$ cat config.mk
export PLATFORM = sky130hd
export DESIGN_NAME = prio_irq_ctrl
export DESIGN_NICKNAME = d
export VERILOG_FILES = /design/src/rtl/pic_pkg.sv /design/src/rtl/pic_sync.sv /design/src/rtl/pic_cfg_regs.sv /design/src/rtl/pic_prio_tree.sv /design/src/rtl/prio_irq_ctrl.sv
export SDC_FILE = /design/constraint.sdc
export NUM_CORES = 2
export LEC_CHECK = 0
export BUFFER_PORTS_ARGS = -buffer_cell sky130_fd_sc_hd__buf_2
export CAP_MARGIN = 10
export CORE_MARGIN = 1.5
export CORE_UTILIZATION = 30
export CTS_BUF_LIST = sky130_fd_sc_hd__clkbuf_16
export DETAILED_ROUTE_END_ITERATION = 8
export GPL_TIMING_DRIVEN = 0
export PLACE_DENSITY = 0.45
export SLEW_MARGIN = 15
export SYNTH_ARGS = -nofsm -noshare
export SYNTH_HDL_FRONTEND = slang
export SYNTH_SLANG_ARGS = --single-unit
export TNS_END_PERCENT = 10
$ cat constraint.sdc
create_clock -name clk -period 17.9 [get_ports clk]
set_input_delay 0.895 -clock clk [delete_from_list [all_inputs] [get_ports clk]]
set_output_delay 0.895 -clock clk [all_outputs]
set_load 0.02 [all_outputs]
$ cat src/rtl/pic_pkg.sv
package pic_pkg;
  localparam int PRIO_W = 6;

  typedef struct packed {
    logic              en;
    logic              fast;
    logic [PRIO_W-1:0] prio;
  } src_cfg_t;

  localparam int CFG_W = $bits(src_cfg_t);
  localparam logic [PRIO_W-1:0] PRIO_LEAST = '1;
endpackage

$ cat src/rtl/pic_sync.sv
module pic_sync #(
  parameter int W      = 8,
  parameter int STAGES = 2
) (
  input  logic         clk,
  input  logic         rst_n,
  input  logic [W-1:0] d,
  output logic [W-1:0] q
);
  logic [W-1:0] st [STAGES];

  always_ff @(posedge clk or negedge rst_n) begin
    if (!rst_n) st[0] <= '1;
    else        st[0] <= d;
  end

  for (genvar s = 1; s < STAGES; s++) begin : g_stage
    always_ff @(posedge clk or negedge rst_n) begin
      if (!rst_n) st[s] <= '1;
      else        st[s] <= st[s-1];
    end
  end

  assign q = st[STAGES-1];
endmodule

$ cat src/rtl/pic_cfg_regs.sv
module pic_cfg_regs
  import pic_pkg::*;
#(
  parameter int NUM_SRC = 128,
  parameter int IDW     = 7
) (
  input  logic                      clk,
  input  logic                      rst_n,
  input  logic                      we,
  input  logic [IDW-1:0]            idx,
  input  src_cfg_t                  wdata,
  output logic [NUM_SRC-1:0]        en_vec,
  output logic [NUM_SRC-1:0]        fast_vec,
  output logic [NUM_SRC*PRIO_W-1:0] prio_flat
);
  src_cfg_t tbl [NUM_SRC];

  always_ff @(posedge clk or negedge rst_n) begin
    if (!rst_n) begin
      for (int i = 0; i < NUM_SRC; i++) begin
        tbl[i] <= '{en: 1'b0, fast: 1'b0, prio: PRIO_LEAST};
      end
    end else if (we) begin
      tbl[idx] <= wdata;
    end
  end

  for (genvar i = 0; i < NUM_SRC; i++) begin : g_out
    assign en_vec[i]                   = tbl[i].en;
    assign fast_vec[i]                 = tbl[i].fast;
    assign prio_flat[i*PRIO_W +: PRIO_W] = tbl[i].prio;
  end
endmodule

$ cat src/rtl/pic_prio_tree.sv
module pic_prio_tree #(
  parameter int N   = 128,
  parameter int PW  = 6,
  parameter int IDW = 7
) (
  input  logic [N-1:0]    cand,
  input  logic [N*PW-1:0] prio_flat,
  output logic            win_valid,
  output logic [IDW-1:0]  win_id
);
  localparam int LVL   = (N < 2) ? 1 : $clog2(N);
  localparam int LEAFS = 1 << LVL;
  localparam int NODES = 2 * LEAFS - 1;

  logic           nv [NODES];
  logic [PW-1:0]  np [NODES];
  logic [IDW-1:0] ni [NODES];

  for (genvar l = 0; l < LEAFS; l++) begin : g_leaf
    if (l < N) begin : g_real
      assign nv[LEAFS-1+l] = cand[l];
      assign np[LEAFS-1+l] = prio_flat[l*PW +: PW];
      assign ni[LEAFS-1+l] = IDW'(l);
    end else begin : g_pad
      assign nv[LEAFS-1+l] = 1'b0;
      assign np[LEAFS-1+l] = '1;
      assign ni[LEAFS-1+l] = '0;
    end
  end

  // The left child always holds the lower source numbers, so the right
  // child wins only on a strictly smaller priority value.
  for (genvar k = 0; k < LEAFS - 1; k++) begin : g_node
    logic take_right;
    assign take_right = nv[2*k+2] && (!nv[2*k+1] || (np[2*k+2] < np[2*k+1]));
    assign nv[k] = nv[2*k+1] | nv[2*k+2];
    assign np[k] = take_right ? np[2*k+2] : np[2*k+1];
    assign ni[k] = take_right ? ni[2*k+2] : ni[2*k+1];
  end

  assign win_valid = nv[0];
  assign win_id    = ni[0];
endmodule

$ cat src/rtl/prio_irq_ctrl.sv
module prio_irq_ctrl
  import pic_pkg::*;
#(
  parameter int NUM_SRC     = 128,
  parameter int SYNC_STAGES = 2,
  localparam int IDW        = (NUM_SRC < 2) ? 1 : $clog2(NUM_SRC)
) (
  input  logic               clk,
  input  logic               rst_n,
  input  logic [NUM_SRC-1:0] src_n,
  input  logic               cfg_we,
  input  logic [IDW-1:0]     cfg_idx,
  input  logic [CFG_W-1:0]   cfg_wdata,
  output logic               irq_n,
  output logic               irq_valid,
  output logic [IDW-1:0]     irq_id,
  output logic               fiq_n,
  output logic               fiq_valid,
  output logic [IDW-1:0]     fiq_id
);
  localparam int SIDES = 2;

  logic [NUM_SRC-1:0]        sync_q;
  logic [NUM_SRC-1:0]        src_lvl;
  logic [NUM_SRC-1:0]        en_vec;
  logic [NUM_SRC-1:0]        fast_vec;
  logic [NUM_SRC*PRIO_W-1:0] prio_flat;

  logic           req_n_q [SIDES];
  logic           val_q   [SIDES];
  logic [IDW-1:0] id_q    [SIDES];

  pic_sync #(.W(NUM_SRC), .STAGES(SYNC_STAGES)) u_sync (
    .clk   (clk),
    .rst_n (rst_n),
    .d     (src_n),
    .q     (sync_q)
  );

  assign src_lvl = ~sync_q;

  pic_cfg_regs #(.NUM_SRC(NUM_SRC), .IDW(IDW)) u_cfg (
    .clk       (clk),
    .rst_n     (rst_n),
    .we        (cfg_we),
    .idx       (cfg_idx),
    .wdata     (src_cfg_t'(cfg_wdata)),
    .en_vec    (en_vec),
    .fast_vec  (fast_vec),
    .prio_flat (prio_flat)
  );

  // Side 0 is the normal request, side 1 the fast request.
  for (genvar o = 0; o < SIDES; o++) begin : g_side
    logic [NUM_SRC-1:0] cand;
    logic               win_v;
    logic [IDW-1:0]     win_i;

    assign cand = src_lvl & en_vec & ((o == 1) ? fast_vec : ~fast_vec);

    pic_prio_tree #(.N(NUM_SRC), .PW(PRIO_W), .IDW(IDW)) u_tree (
      .cand      (cand),
      .prio_flat (prio_flat),
      .win_valid (win_v),
      .win_id    (win_i)
    );

    always_ff @(posedge clk or negedge rst_n) begin
      if (!rst_n) begin
        req_n_q[o] <= 1'b1;
        val_q[o]   <= 1'b0;
        id_q[o]    <= '0;
      end else begin
        req_n_q[o] <= ~win_v;
        val_q[o]   <= win_v;
        id_q[o]    <= win_v ? win_i : '0;
      end
    end
  end

  assign irq_n     = req_n_q[0];
  assign irq_valid = val_q[0];
  assign irq_id    = id_q[0];
  assign fiq_n     = req_n_q[1];
  assign fiq_valid = val_q[1];
  assign fiq_id    = id_q[1];
endmodule

==> flow_summary.toml <==
[placed_design]
gp_congestion = 0.922
place_inst = 15000
portBuffers = 153
dp_hpwl_um = 286000
dpl_cell_area_um2 = 106000

[timing]
finalSetupViolations = 0
tightest_slew_ps = 1370
rsz0062_at_grt = "false"
clock_skew_ps = 69.4
fmax_mhz = 60.6
relSlewSlack_pct = 8.89
period_share_pct = 92.2
hold_viol = 0
final.setup.tns_ps = 0
slew_viol_final = 0
fin_crit_ps = 16500

[global_routing]
grt_first_pass_wirelength_um = 536000
grt_pass1_vias = 80900
grt_max_degree = 154
grt_util_all_layers_pct = 21.4
overflow = 0
grt_antenna_before_repair = 39

[clocking]
cts_num_sinks = 1298
cts-root-buf = "clkbuf_16"
htreeDepth = 4
clkTransAtPathRegs_ps = 60
clock_latency_ps = 930
cts-resized-gates = 0
cts_tree = "built"
cts_buffer_depth = 4
numCtsBuffers = 174

[detailed_routing]
vias = 82900
routed_wl_um = 366000
routed_via_density = 5.39
wl_per_cell_um = 23.8
drtIter0Drc = 5837
drc_errors = 0
ant_nets = 0
drt-pass1-iter-count = 6

[job]
maxCapViolations = 0

[synth]
yosysTopAreaCell = "dfstp_2"
ys.flop_type = "dfstp_2"
synth-seq-cells = 1298
syn-cell-area_um2 = 99200
synth_async_sr_flop_share_pct = 100
synth_nets = 11500
syn_area_per_cell_um2 = 9.49
syn_inst = 10500
yosysWarnings = 0
synthDistinctLibCells = 130
yosys-top-cells-area = "dfstp_2 (27%), mux2_2 (13%), ha_1 (11%)"
synth_edf_count = 0
seq_area_frac_synth_pct = 34.0
synth_top_area_share_pct = 27.2

[floorplan]
dieArea_um2 = 334000
rows = 211
die_w_um = 578
dieHeight_um = 578
ios = 164
start_util_pct = 30.1
core_area_um2 = 330000

[cells_and_area]
final_core_util_pct = 34.1
layout-drive-gt1-share_pct = 26.7
layout.nets = 11900
syn_to_final_growth_pct = 13.4
final_area_um2 = 113000
final_cells = 15400
nFillCells = 33300

[pwr]
p_leak_nw = 50.4
p_per_area_nw_per_um2 = 102
ir_worst_vdd_mv = 0.108

[critical_path]
worstSetupPathType = "register to register"
max_stage_delay_ps = 710
worstSetupStartpointType = "register"
end_kind = "register"
cp_common_cell = "a21oi_1"
cp.required_ps = 18670
slowest_stage = "a21oi_1"
path_max_fanout = 10
critPathArrivalTime_ps = 17270

[min_path]
min_path_type = "primary input to register"

[status]
status = "completed"
## cells in the final DEF (no fill, tap or decap), types with 174 or more instances in the layout
master     synthesis  layout
a21o_1           186     186
a21oi_1          715     715
clkbuf_1         291     250
clkbuf_16          0     174
dfrtp_1          272     272
dfstp_2         1026    1026
ha_1             880     880
inv_1            737     761
mux2_2          1151    1151
mux2i_1          567     567
nand2_1          826     826
nor2_1           802     802
o21ai_0          639     638
## repair_timing
item	in CTS	in global routing
hold endpoints to repair	26	0
endpoints found under the setup margin	0	0
buffers inserted	0	0
hold buffers	18	0
## worst max-delay path: cells and delay by family (launching register included)
kind	cells	cell delay, ps
buffers and inverters	9	2630
AOI/OAI and AO/OA	30	7660
adders and majority gates	7	2210
and+or+nand+nor	14	1940
DFF	1	540
muxes	3	1390
## cell usage after synthesis, types with 61 or more instances
cell,count
mux2_2,1151
dfstp_2,1026
ha_1,880
nand2_1,826
nor2_1,802
inv_1,737
a21oi_1,715
o21ai_0,639
mux2i_1,567
clkbuf_1,291
dfrtp_1,272
a21o_1,186
nand2b_1,149
nand3_1,141
o21a_1,122
a211oi_1,119
o211ai_1,114
nor3_1,108
nand3b_1,101
nor2b_1,97
nor3b_1,96
a31oi_1,91
and3_1,64
and3b_1,61
## path summary, 6_finish.rpt
path,endpoint,slack [ps],start,depth (start not counted)
setup / recovery,fiq_id[6],1400,u_cfg.prio_flat[541],63
hold / removal,u_sync.st[145],90,src_n[17],1
hold reg to reg,u_sync.q[92],350,u_sync.st[220],0
setup reg to reg,fiq_id[6],1400,u_cfg.prio_flat[541],63
max in group asynchronous,u_cfg.en_vec[9],14840,rst_n,5
min in group asynchronous,u_cfg.fast_vec[75],590,rst_n,2
## registers in the layout (all words and copies together), names as in the netlist
name	flops
u_cfg.prio_flat	768
u_cfg.en_vec	128
u_cfg.fast_vec	128
u_sync.q	128
u_sync.st	128
fiq_id	7
irq_id	7
fiq_n	1
fiq_valid	1
irq_n	1
irq_valid	1
## cell type report
class                      count  area, um2  share of cell area [%]
timing repair buffer         213       1800                    1.60
sequential                  1298      33800                    30.0
tap                         4366       5460                    4.86
antenna                       10       25.0                  0.0222
buffer                       314       1270                    1.13
clock buffer                 174       4350                    3.87
inverter                     740       2780                    2.47
multi-input combinational   8106      61600                    54.7
clock inverter               146       1470                    1.31
## power by group
part           total (mW)  internal (mW)  leakage [nW]  switching, mW
sequential           3.59           3.34          14.4          0.249
combinational        4.21           1.58          33.1           2.64
clock                3.64           2.13          2.92           1.51
## kinds of logic (layout without fill, tap and decap cells)
family | after synthesis | count (layout) | share of synthesized area [%]
multiplexers | 1722 | 1722 | 18.8
adder cells (fa/ha/maj) | 893 | 893 | 11.2
AND/OR/NAND/NOR | 2807 | 2807 | 14.0
XOR/XNOR | 17 | 17 | 0.150
AO/OA/AOI/OAI | 2667 | 2667 | 17.7
buffers and inverters | 1054 | 1587 | 4.03
other | 0 | 10 | 0
flip-flops | 1298 | 1298 | 34.0
## metrics by stage
stage	hold slack, ps	total power, mW	worst slack, ps
final	92.3	11.4	1400
after global routing	49.4	12.1	315
after CTS	0.680	11.5	1360
after detailed placement	347	7.77	1370
after global placement	346	7.64	-13380
after floorplan	345	6.29	5310
## layer usage
layer / GRT usage [%] / wire, um / vias to the layer above
met5: 0 / 69 / -
met1: 28.9 / 168000 / 41100
met2: 34.8 / 167000 / 2020
met4: 8.16 / 15100 / 12
li1: - / - / 39200
met3: 2.46 / 16500 / 506
No activity file was read; power rests on OpenSTA's default activity.
